==> src/rtl/cfg_loader_pkg.sv <==
package cfg_loader_pkg;
   localparam int WORD_W  = 18;
   localparam int RDIV_W  = 10;
   localparam int SWAL_W  = 5;
   localparam int MAIN_W  = 10;
   localparam int LCODE_W = 3;
   localparam int LROUTES = 5;
   localparam int RDIV_MIN = 2;

   typedef enum logic [1:0] {
      PWR_NORMAL   = 2'd0,
      PWR_SYNC_PD  = 2'd1,
      PWR_CNT_RST  = 2'd2,
      PWR_ASYNC_PD = 2'd3
   } pwr_mode_e;

   typedef struct packed {
      logic [LCODE_W-1:0] lock_code;
      logic               pd_positive;
      logic               pump_hiz;
      logic [RDIV_W-1:0]  ratio;
   } ref_reg_t;

   typedef struct packed {
      logic [MAIN_W-1:0] main_b;
      logic [SWAL_W-1:0] swallow_a;
      logic              cnt_rst;
      logic              pd_bit;
   } fb_reg_t;
endpackage

==> src/rtl/bit_sync.sv <==
module bit_sync #(
   parameter int STAGES = 2
) (
   input  logic clk,
   input  logic rst_n,
   input  logic din,
   output logic dout
);
   generate
      if (STAGES < 2) begin : g_bad
         $error("bit_sync needs at least two stages");
      end
   endgenerate

   logic [STAGES-1:0] chain;

   always_ff @(posedge clk or negedge rst_n) begin
      if (!rst_n) chain <= '0;
      else        chain <= {chain[STAGES-2:0], din};
   end

   assign dout = chain[STAGES-1];
endmodule

==> src/rtl/cfg_capture.sv <==
module cfg_capture
   import cfg_loader_pkg::*;
(
   input  logic     clk,
   input  logic     rst_n,
   input  logic     sck_lvl,
   input  logic     sdi_lvl,
   input  logic     sle_lvl,
   output ref_reg_t ref_q,
   output fb_reg_t  fb_q
);
   localparam int REF_W = $bits(ref_reg_t);
   localparam int FB_W  = $bits(fb_reg_t);

   generate
      if (FB_W != WORD_W - 1) begin : g_fb_bad
         $error("feedback layout must fill the word above the address bit");
      end
      if (REF_W > WORD_W - 1) begin : g_ref_bad
         $error("reference layout wider than the word");
      end
   endgenerate

   logic              sck_d, sle_d;
   logic [WORD_W-1:0] shreg;
   logic              sck_rise, sle_rise;
   ref_reg_t          ref_new;

   assign sck_rise = sck_lvl & ~sck_d;
   assign sle_rise = sle_lvl & ~sle_d;
   assign ref_new  = ref_reg_t'(shreg[REF_W:1]);

   always_ff @(posedge clk or negedge rst_n) begin
      if (!rst_n) begin
         sck_d <= 1'b0;
         sle_d <= 1'b0;
         shreg <= '0;
         ref_q <= '0;
         fb_q  <= '0;
      end else begin
         sck_d <= sck_lvl;
         sle_d <= sle_lvl;
         if (sck_rise) shreg <= {shreg[WORD_W-2:0], sdi_lvl};
         if (sle_rise) begin
            if (shreg[0]) begin
               if (ref_new.ratio >= RDIV_W'(RDIV_MIN)) ref_q <= ref_new;
            end else begin
               fb_q <= fb_reg_t'(shreg[WORD_W-1:1]);
            end
         end
      end
   end

   AST_HOLD_WITHOUT_LOAD: assert property (@(posedge clk) disable iff (!rst_n)
      !sle_rise |=> ($stable(ref_q) && $stable(fb_q))) else $error("registers changed without load");
   AST_REF_RATIO_FLOOR: assert property (@(posedge clk) disable iff (!rst_n)
      (ref_q.ratio == '0) || (ref_q.ratio >= RDIV_W'(RDIV_MIN))) else $error("illegal ratio held");
endmodule

==> src/rtl/pwr_ctrl.sv <==
module pwr_ctrl
   import cfg_loader_pkg::*;
(
   input  logic      clk,
   input  logic      rst_n,
   input  logic      chip_en,
   input  logic      cnt_rst,
   input  logic      pd_bit,
   input  logic      pump_busy,
   output pwr_mode_e mode,
   output logic      pwr_down
);
   logic sync_pd_q;

   always_comb begin
      if (!chip_en) mode = PWR_ASYNC_PD;
      else          mode = pwr_mode_e'({cnt_rst, pd_bit});
   end

   always_ff @(posedge clk or negedge rst_n) begin
      if (!rst_n)                    sync_pd_q <= 1'b0;
      else if (mode != PWR_SYNC_PD)  sync_pd_q <= 1'b0;
      else if (!pump_busy)           sync_pd_q <= 1'b1;
   end

   assign pwr_down = (mode == PWR_ASYNC_PD) | ((mode == PWR_SYNC_PD) & sync_pd_q);

   AST_CE_OVERRIDE: assert property (@(posedge clk) disable iff (!rst_n)
      !chip_en |-> (pwr_down && mode == PWR_ASYNC_PD)) else $error("chip enable override lost");
   AST_SYNC_PD_GATED: assert property (@(posedge clk) disable iff (!rst_n)
      (mode == PWR_SYNC_PD && $rose(pwr_down)) |-> !$past(pump_busy)) else $error("sync power-down ignored pump");
   AST_RUN_MODES_UP: assert property (@(posedge clk) disable iff (!rst_n)
      (mode == PWR_NORMAL || mode == PWR_CNT_RST) |-> !pwr_down) else $error("power-down in run mode");
endmodule

==> src/rtl/cfg_loader.sv <==
module cfg_loader
   import cfg_loader_pkg::*;
#(
   parameter int SYNC_STAGES = 2
) (
   input  logic               clk,
   input  logic               rst_n,
   input  logic               sck,
   input  logic               sdi,
   input  logic               sle,
   input  logic               chip_en,
   input  logic               pump_busy,
   output logic [RDIV_W-1:0]  ref_div,
   output logic               pump_hiz,
   output logic               pd_positive,
   output logic [LCODE_W-1:0] lock_code,
   output logic [LROUTES-1:0] lock_route,
   output logic [SWAL_W-1:0]  swallow_a,
   output logic [MAIN_W-1:0]  main_b,
   output logic [1:0]         pwr_mode,
   output logic               pwr_down
);
   logic      sck_lvl, sdi_lvl, sle_lvl;
   ref_reg_t  ref_q;
   fb_reg_t   fb_q;
   pwr_mode_e mode;

   bit_sync #(.STAGES(SYNC_STAGES)) u_sync_sck (.clk(clk), .rst_n(rst_n), .din(sck), .dout(sck_lvl));
   bit_sync #(.STAGES(SYNC_STAGES)) u_sync_sdi (.clk(clk), .rst_n(rst_n), .din(sdi), .dout(sdi_lvl));
   bit_sync #(.STAGES(SYNC_STAGES)) u_sync_sle (.clk(clk), .rst_n(rst_n), .din(sle), .dout(sle_lvl));

   cfg_capture u_capture (
      .clk(clk), .rst_n(rst_n),
      .sck_lvl(sck_lvl), .sdi_lvl(sdi_lvl), .sle_lvl(sle_lvl),
      .ref_q(ref_q), .fb_q(fb_q)
   );

   pwr_ctrl u_pwr (
      .clk(clk), .rst_n(rst_n), .chip_en(chip_en),
      .cnt_rst(fb_q.cnt_rst), .pd_bit(fb_q.pd_bit), .pump_busy(pump_busy),
      .mode(mode), .pwr_down(pwr_down)
   );

   assign ref_div     = ref_q.ratio;
   assign pump_hiz    = ref_q.pump_hiz;
   assign pd_positive = ref_q.pd_positive;
   assign lock_code   = ref_q.lock_code;
   assign swallow_a   = fb_q.swallow_a;
   assign main_b      = fb_q.main_b;
   assign pwr_mode    = mode;

   generate
      for (genvar i = 0; i < LROUTES; i++) begin : g_route
         assign lock_route[i] = (ref_q.lock_code == LCODE_W'(i));
      end
   endgenerate

   AST_ROUTE_ONEHOT0: assert property (@(posedge clk) disable iff (!rst_n)
      $onehot0(lock_route)) else $error("lock route not one-hot");
endmodule

==> config.mk <==
export PLATFORM = sky130hd
export DESIGN_NAME = cfg_loader
export DESIGN_NICKNAME = d
export VERILOG_FILES = /design/src/rtl/cfg_loader_pkg.sv /design/src/rtl/bit_sync.sv /design/src/rtl/cfg_capture.sv /design/src/rtl/pwr_ctrl.sv /design/src/rtl/cfg_loader.sv
export SDC_FILE = /design/constraint.sdc
export NUM_CORES = 1
export LEC_CHECK = 0
export BUFFER_PORTS_ARGS = -buffer_cell sky130_fd_sc_hd__buf_2
export CAP_MARGIN = 20
export CORE_AREA = 2 2 68 70
export CTS_CLUSTER_SIZE = 14
export DETAILED_ROUTE_END_ITERATION = 6
export DIE_AREA = 0 0 70 72
export GPL_TIMING_DRIVEN = 1
export PLACE_DENSITY = 0.78
export SYNTH_ARGS = -nofsm -noshare
export SYNTH_HDL_FRONTEND = slang
export SYNTH_HIERARCHICAL = 1
export SYNTH_SLANG_ARGS = --single-unit
==> constraint.sdc <==
create_clock -name clk -period 2.7 [get_ports clk]
set_input_delay 0.405 -clock clk [delete_from_list [all_inputs] [get_ports clk]]
set_output_delay 0.405 -clock clk [all_outputs]
set_load 0.01 [all_outputs]
==> results of run 1 <==
cells in the mapped netlist:
| library cell | count |
|---|---|
| a22o_1 | 7 |
| and3b_1 | 1 |
| and3b_2 | 1 |
| buf_6 | 1 |
| clkbuf_1 | 4 |
| dfrtp_1 | 59 |
| mux2_2 | 40 |
| mux2_4 | 3 |
| nand2_1 | 1 |
| nand2b_1 | 2 |
| nand2b_4 | 1 |
| nor2b_1 | 1 |
| nor3_1 | 1 |
| nor3b_1 | 3 |
| nor3b_2 | 2 |
| o21ai_1 | 1 |
| o41a_1 | 1 |
| o41ai_4 | 1 |
| or3_1 | 1 |
| or4_4 | 1 |
final cells by class:
| class | count | area (µm²) | share of cell area |
|---|---|---|---|
| multi-input cells | 68 | 726 | 0.267 |
| repair buffers | 50 | 268 | 0.0987 |
| clock buffers | 13 | 169 | 0.0622 |
| flip-flops and latches | 59 | 1480 | 0.544 |
| clock inverters | 2 | 10.0 | 0.00369 |
| well taps | 52 | 65.1 | 0.0240 |
critical path: stages, from the launching register on:
cell     delay, ns
dfrtp_1       0.42
or4_4         0.57
o41ai_4       0.52
buf_4         0.25
mux2_4        0.30
routing by layer:
metal  vias up  share of wire  GRT usage
li1        590              -          -
met1       633           0.44      0.221
met2        41           0.49      0.270
met3         8          0.060     0.0639
met4         0          0.014     0.0769
met5         -              0          0
per-stage QoR:
step	worst slack, ns	utilization
2_1_floorplan	0.771	-
3_3_place_gp	0.571	0.592
3_5_place_dp	0.504	0.592
4_1_cts	0.502	0.636
5_1_grt	0.434	0.636
6_report	0.515	0.636
registers in the layout (all words and copies together), names as in the netlist:
signal,cells
u_capture/sck_d,1
u_sync_sle/chain,2
u_capture/ref_q,15
u_sync_sck/chain,2
u_capture/shreg,18
u_capture/fb_q,17
u_capture/sle_d,1
u_pwr/sync_pd_q,1
u_sync_sdi/chain,2
cell families after synthesis:
group | after synthesis
compound gates | 10
buf+inv | 5
flops | 59
mux | 43
simple gates | 15
worst max-delay path by stage:
stage                                     to  cells past startpoint
after detailed placement  u_capture/ref_q[4]                      4
after floorplan           u_capture/ref_q[0]                      4
final                     u_capture/ref_q[4]                      4
after global routing      u_capture/ref_q[5]                      4
after global placement    u_capture/ref_q[4]                      4
after CTS                 u_capture/ref_q[4]                      4
what timing repair did:
item,4_1_cts,5_1_grt
buffers inserted,0,0
endpoints found under the hold margin,6,0
hold buffers,1,0
report_power, final:
group | switching (mW) | internal, mW | leakage [nW] | total [mW]
sequential | 0.252 | 1.19 | 0.747 | 1.44
combinational | 0.321 | 0.434 | 0.536 | 0.755
clock | 0.311 | 0.400 | 0.0953 | 0.711
==> impl_metrics.csv, run 1 <==
group,metric,value,unit
status,run_status,"finished, final reports clean",
synth,synth_top_area_frac,0.663,
synth,yosysWarnings,6,
clocking,worst_skew_pair.late_latency,0.33,ns
placed_design,placed_area,0.00252,mm²
synth,yosys.area_share.simple,0.0561,
power_and_ir_drop,peakVddDrop,0.418,mV
timing,layout_min_cycle_time,2.18,ns
layout,drive_gt1_frac,0.583,
detailed_routing,vias,1272,
synth,synth.distinct_cells,20,
timing,tightest_slew,0.887,ns
clocking,cts_buffers,9,
detailed_routing,routed_via_density,5.21,
critical_path,crit_arrival,2.40,ns
critical_path,start_kind,"flop",
global_route,grt.overflow.total,0,
detailed_routing,drtIter0Drc,55,
layout,instances_no_fill,244,
synth,synthMuxAreaShare,0.222,
critical_path,rr_worst_depth,4,
timing,fmax,0.458,GHz
power_and_ir_drop,leakagePower,1.38,nW
placed_design,dp.cells,228,
critical_path,rr_startpoint,"u_capture/shreg[5]",
timing,slew_headroom,0.409,
synth,syn_area,0.00223,mm²
critical_path,critPathMaxFanout,7,
placed_design,place.gp.congestion,0.706,
timing,whs,0.184,ns
clocking,cts_max_level,3,
floorplanning,core-area,0.00426,mm²
layout,final_nets,195,
timing,rsz0062_at_grt,"no",
layout,layout_commonest_cell,"dfrtp_1",
critical_path,r2r_slack,0.52,ns
layout,final_cell_mix,"dfrtp_1, buf_2, mux2_2, clkbuf_8, a22o_1",
synth,synth-xor-area-share,0,
floorplanning,initial_core_util,0.523,
clocking,clk_path_buf_depth,2,
clocking,cts-root-buf,"clkbuf_8",
global_route,grt_pass1_vias,1361,
global_route,antenna_found_initial,0,
clocking,clock-sinks,59,
synth,synth_compound_area_frac,0.0472,
placed_design,dpl.hpwl,2720,µm
floorplanning,rows,24,
timing,setup_viol,0,
synth,synth_nets,139,
detailed_routing,finalWirelength,3940,µm
hold_path,hold_end,"u_sync_sle/chain[0]",
global_route,grt_max_degree,31,
detailed_routing,wl_per_cell,16.1,µm
layout,diodes,0,
power_and_ir_drop,power.density,1070,mW/mm²
clocking,cts_tree,"built",
timing,min_period_over_period,0.809,
timing,finalClockSkew,0.00551,ns
global_route,grt_pass1_wl,6550,µm
critical_path,required,2.91,ns
critical_path,crit_path_start,"u_capture/shreg[5]",
synth,synth_top_family_by_area,"multiplexers",
floorplanning,die_x,70,µm
layout,area_delta_synth_final,21.8,%
clocking,clk_pin_slew,0.06,ns
synth,syn_avg_cell_area,16.9,µm²
clocking,cts_resized,0,
hold_path,min_path_cells,1,
timing,finalHoldViolCount,0,
synth,synthAdderAreaFrac,0,
timing,finalSetupTns,0,ns
power_and_ir_drop,finalPower,2.91,mW
synth,yosysTopAreaCell,"dfrtp_1",
synth,ys_seq_area_frac,0.663,
run,drv_cap,0,
timing,drv_slew,0,
synth,synth.area.top_cells,"dfrtp_1, mux2_2, a22o_1",
layout,fin_area,0.00271,mm²
critical_path,worstReg2RegEnd,"u_capture/ref_q[4]",
synth,ys_seq_elements,59,
synth,syn_inst,132,
detailed_routing,drc,0,
floorplanning,die_area,0.00504,mm²
critical_path,end_kind,"flop",
critical_path,worstSetupPathType,"flop to flop",
floorplanning,dieHeight,72,µm
floorplanning,ios,45,
detailed_routing,ant_nets,0,
global_route,grt_usage,0.173,
hold_path,min-delay-start,"sle",
hold_path,hp-class,"input port to flop",
layout,fill_cells,332,
placed_design,buffer_ports.inserted,44,
detailed_routing,first_pass_iters,4,
(Power assumes the default switching activity.)
==> inputs of run 2 (changes only) <==
Clock period 2.7 ns to 2.2 ns, I/O delays scaled along.
==> impl_metrics.csv, run 2 (synthesis gave the netlist of run 1 again) <==
group,metric,value,unit
critical_path,start_kind,"flop",
layout,largestRegisters,"u_capture/shreg (18), u_capture/fb_q (17), u_capture/ref_q (15)",
layout,post-route-util,0.641,
clocking,post-cts-setup-buffer-count,0,
power_and_ir_drop,finalPower,3.62,mW
critical_path,r2r_slack,0.20,ns
clocking,cts_buffers,9,
floorplanning,ios,45,
placed_design,dp.cells,230,
detailed_routing,wirelength_met1,1650,µm
hold_path,hp-class,"input port to asynchronous set/reset pin",
timing,fmax,0.499,GHz
detailed_routing,wl_met2,2050,µm
critical_path,crit_arrival,2.20,ns
clocking,cts_resized,0,
layout,largest-register,"u_capture/shreg",
timing,drv_slew,0,
power_and_ir_drop,leakagePower,1.39,nW
timing,finalSetupTns,0,ns
floorplanning,initial_core_util,0.523,
timing,min_period_over_period,0.911,
detailed_routing,vias,1315,
timing,rsz0062_at_grt,"no",
clocking,cts_max_level,3,
clocking,clock-sinks,59,
global_route,grt_max_degree,29,
floorplanning,die_x,70,µm
layout,seqCellArea,0.00148,mm²
timing,layout_min_cycle_time,2.00,ns
floorplanning,rows,24,
layout,drive_gt1_frac,0.588,
detailed_routing,ant_nets,0,
clocking,clk_pin_slew,0.06,ns
timing,finalHoldViolCount,0,
placed_design,dpl.hpwl,2920,µm
layout,final_cell_mix,"dfrtp_1, buf_2, mux2_2, clkbuf_8",
detailed_routing,drc,0,
clocking,cts_tree,"built",
detailed_routing,finalWirelength,3990,µm
critical_path,critPathMaxFanout,6,
critical_path,end_kind,"flop",
detailed_routing,routed_via_density,5.35,
power_and_ir_drop,peakVddDrop,0.541,mV
clocking,worst_skew_pair.late_latency,0.32,ns
power_and_ir_drop,power.density,1330,mW/mm²
layout,layout_commonest_cell,"dfrtp_1",
layout,multi_input_area,726,µm²
layout,diodes,0,
clocking,postCtsHoldBufs,0,
timing,setup_viol,0,
layout,area_delta_synth_final,22.6,%
placed_design,buffer_ports.inserted,44,
timing,slew_headroom,0.616,
global_route,grt_pass1_wl,6770,µm
floorplanning,die_area,0.00504,mm²
detailed_routing,drtIter0Drc,90,
global_route,antenna_found_initial,0,
critical_path,worstSetupPathType,"flop to flop",
timing,tightest_slew,0.576,ns
detailed_routing,wl_met3,225,µm
layout,instances_no_fill,246,
run,drv_cap,0,
global_route,grt_pass1_vias,1354,
layout,final_nets,196,
status,run_status,"finished, final reports clean",
floorplanning,dieHeight,72,µm
clocking,clk_path_buf_depth,2,
floorplanning,core-area,0.00426,mm²
global_route,grt_usage,0.178,
detailed_routing,first_pass_iters,4,
placed_design,place.gp.congestion,0.707,
global_route,grt.overflow.total,0,
clocking,cts-root-buf,"clkbuf_8",
detailed_routing,top_layer,"met4",
critical_path,required,2.40,ns
timing,finalClockSkew,0.00648,ns
detailed_routing,wl_per_cell,16.2,µm
layout,largest_reg_flops,18,
layout,fill_cells,329,
-- run 2: final timing paths --
| path | end | from | cells past startpoint |
|---|---|---|---|
| setup / recovery | u_capture/ref_q[14] | u_capture/shreg[5] | 4 |
| hold / removal | u_capture/shreg[2] | rst_n | 1 |
| setup reg to reg | u_capture/ref_q[14] | u_capture/shreg[5] | 4 |
| hold reg to reg | u_sync_sck/chain[1] | u_sync_sck/chain[0] | 0 |
| max in group asynchronous | u_capture/ref_q[5] | rst_n | 2 |
| min in group clk | u_sync_sck/chain[0] | sck | 1 |
-- run 2: per-stage QoR --
stage	cell area [µm²]	hold WS, ns	worst slack, ns
floorplan	2230	0.0344	0.271
global placement	2540	0.335	0.290
detailed placement	2540	0.340	0.238
CTS	2730	0.0126	0.190
global route	2730	0.0453	0.155
finish	2730	0.00590	0.196
-- run 2: layout make-up --
cell class / instances / share of cell area
well taps: 52 / 0.0238
multi-input cells: 68 / 0.266
clock inverters: 1 / 0.00183
clock buffers: 15 / 0.0683
flip-flops and latches: 59 / 0.541
repair buffers: 51 / 0.0999
-- run 2: layer usage --
| layer | global-route usage | up-vias |
|---|---|---|
| met5 | 0 | - |
| met1 | 0.216 | 672 |
| li1 | - | 595 |
| met2 | 0.292 | 42 |
| met3 | 0.0597 | 6 |
| met4 | 0.0791 | 0 |
-- run 2: worst max-delay path, stage by stage (launching register included) --
cell and delay (ns):
dfrtp_1 0.42, or4_4 0.58, o41ai_4 0.34, buf_4 0.21, mux2_2 0.34
-- run 2: power breakdown --
part | switching (mW) | internal [mW]
combinational | 0.403 | 0.534
clock | 0.376 | 0.532
sequential | 0.318 | 1.46
total | 1.10 | 2.53
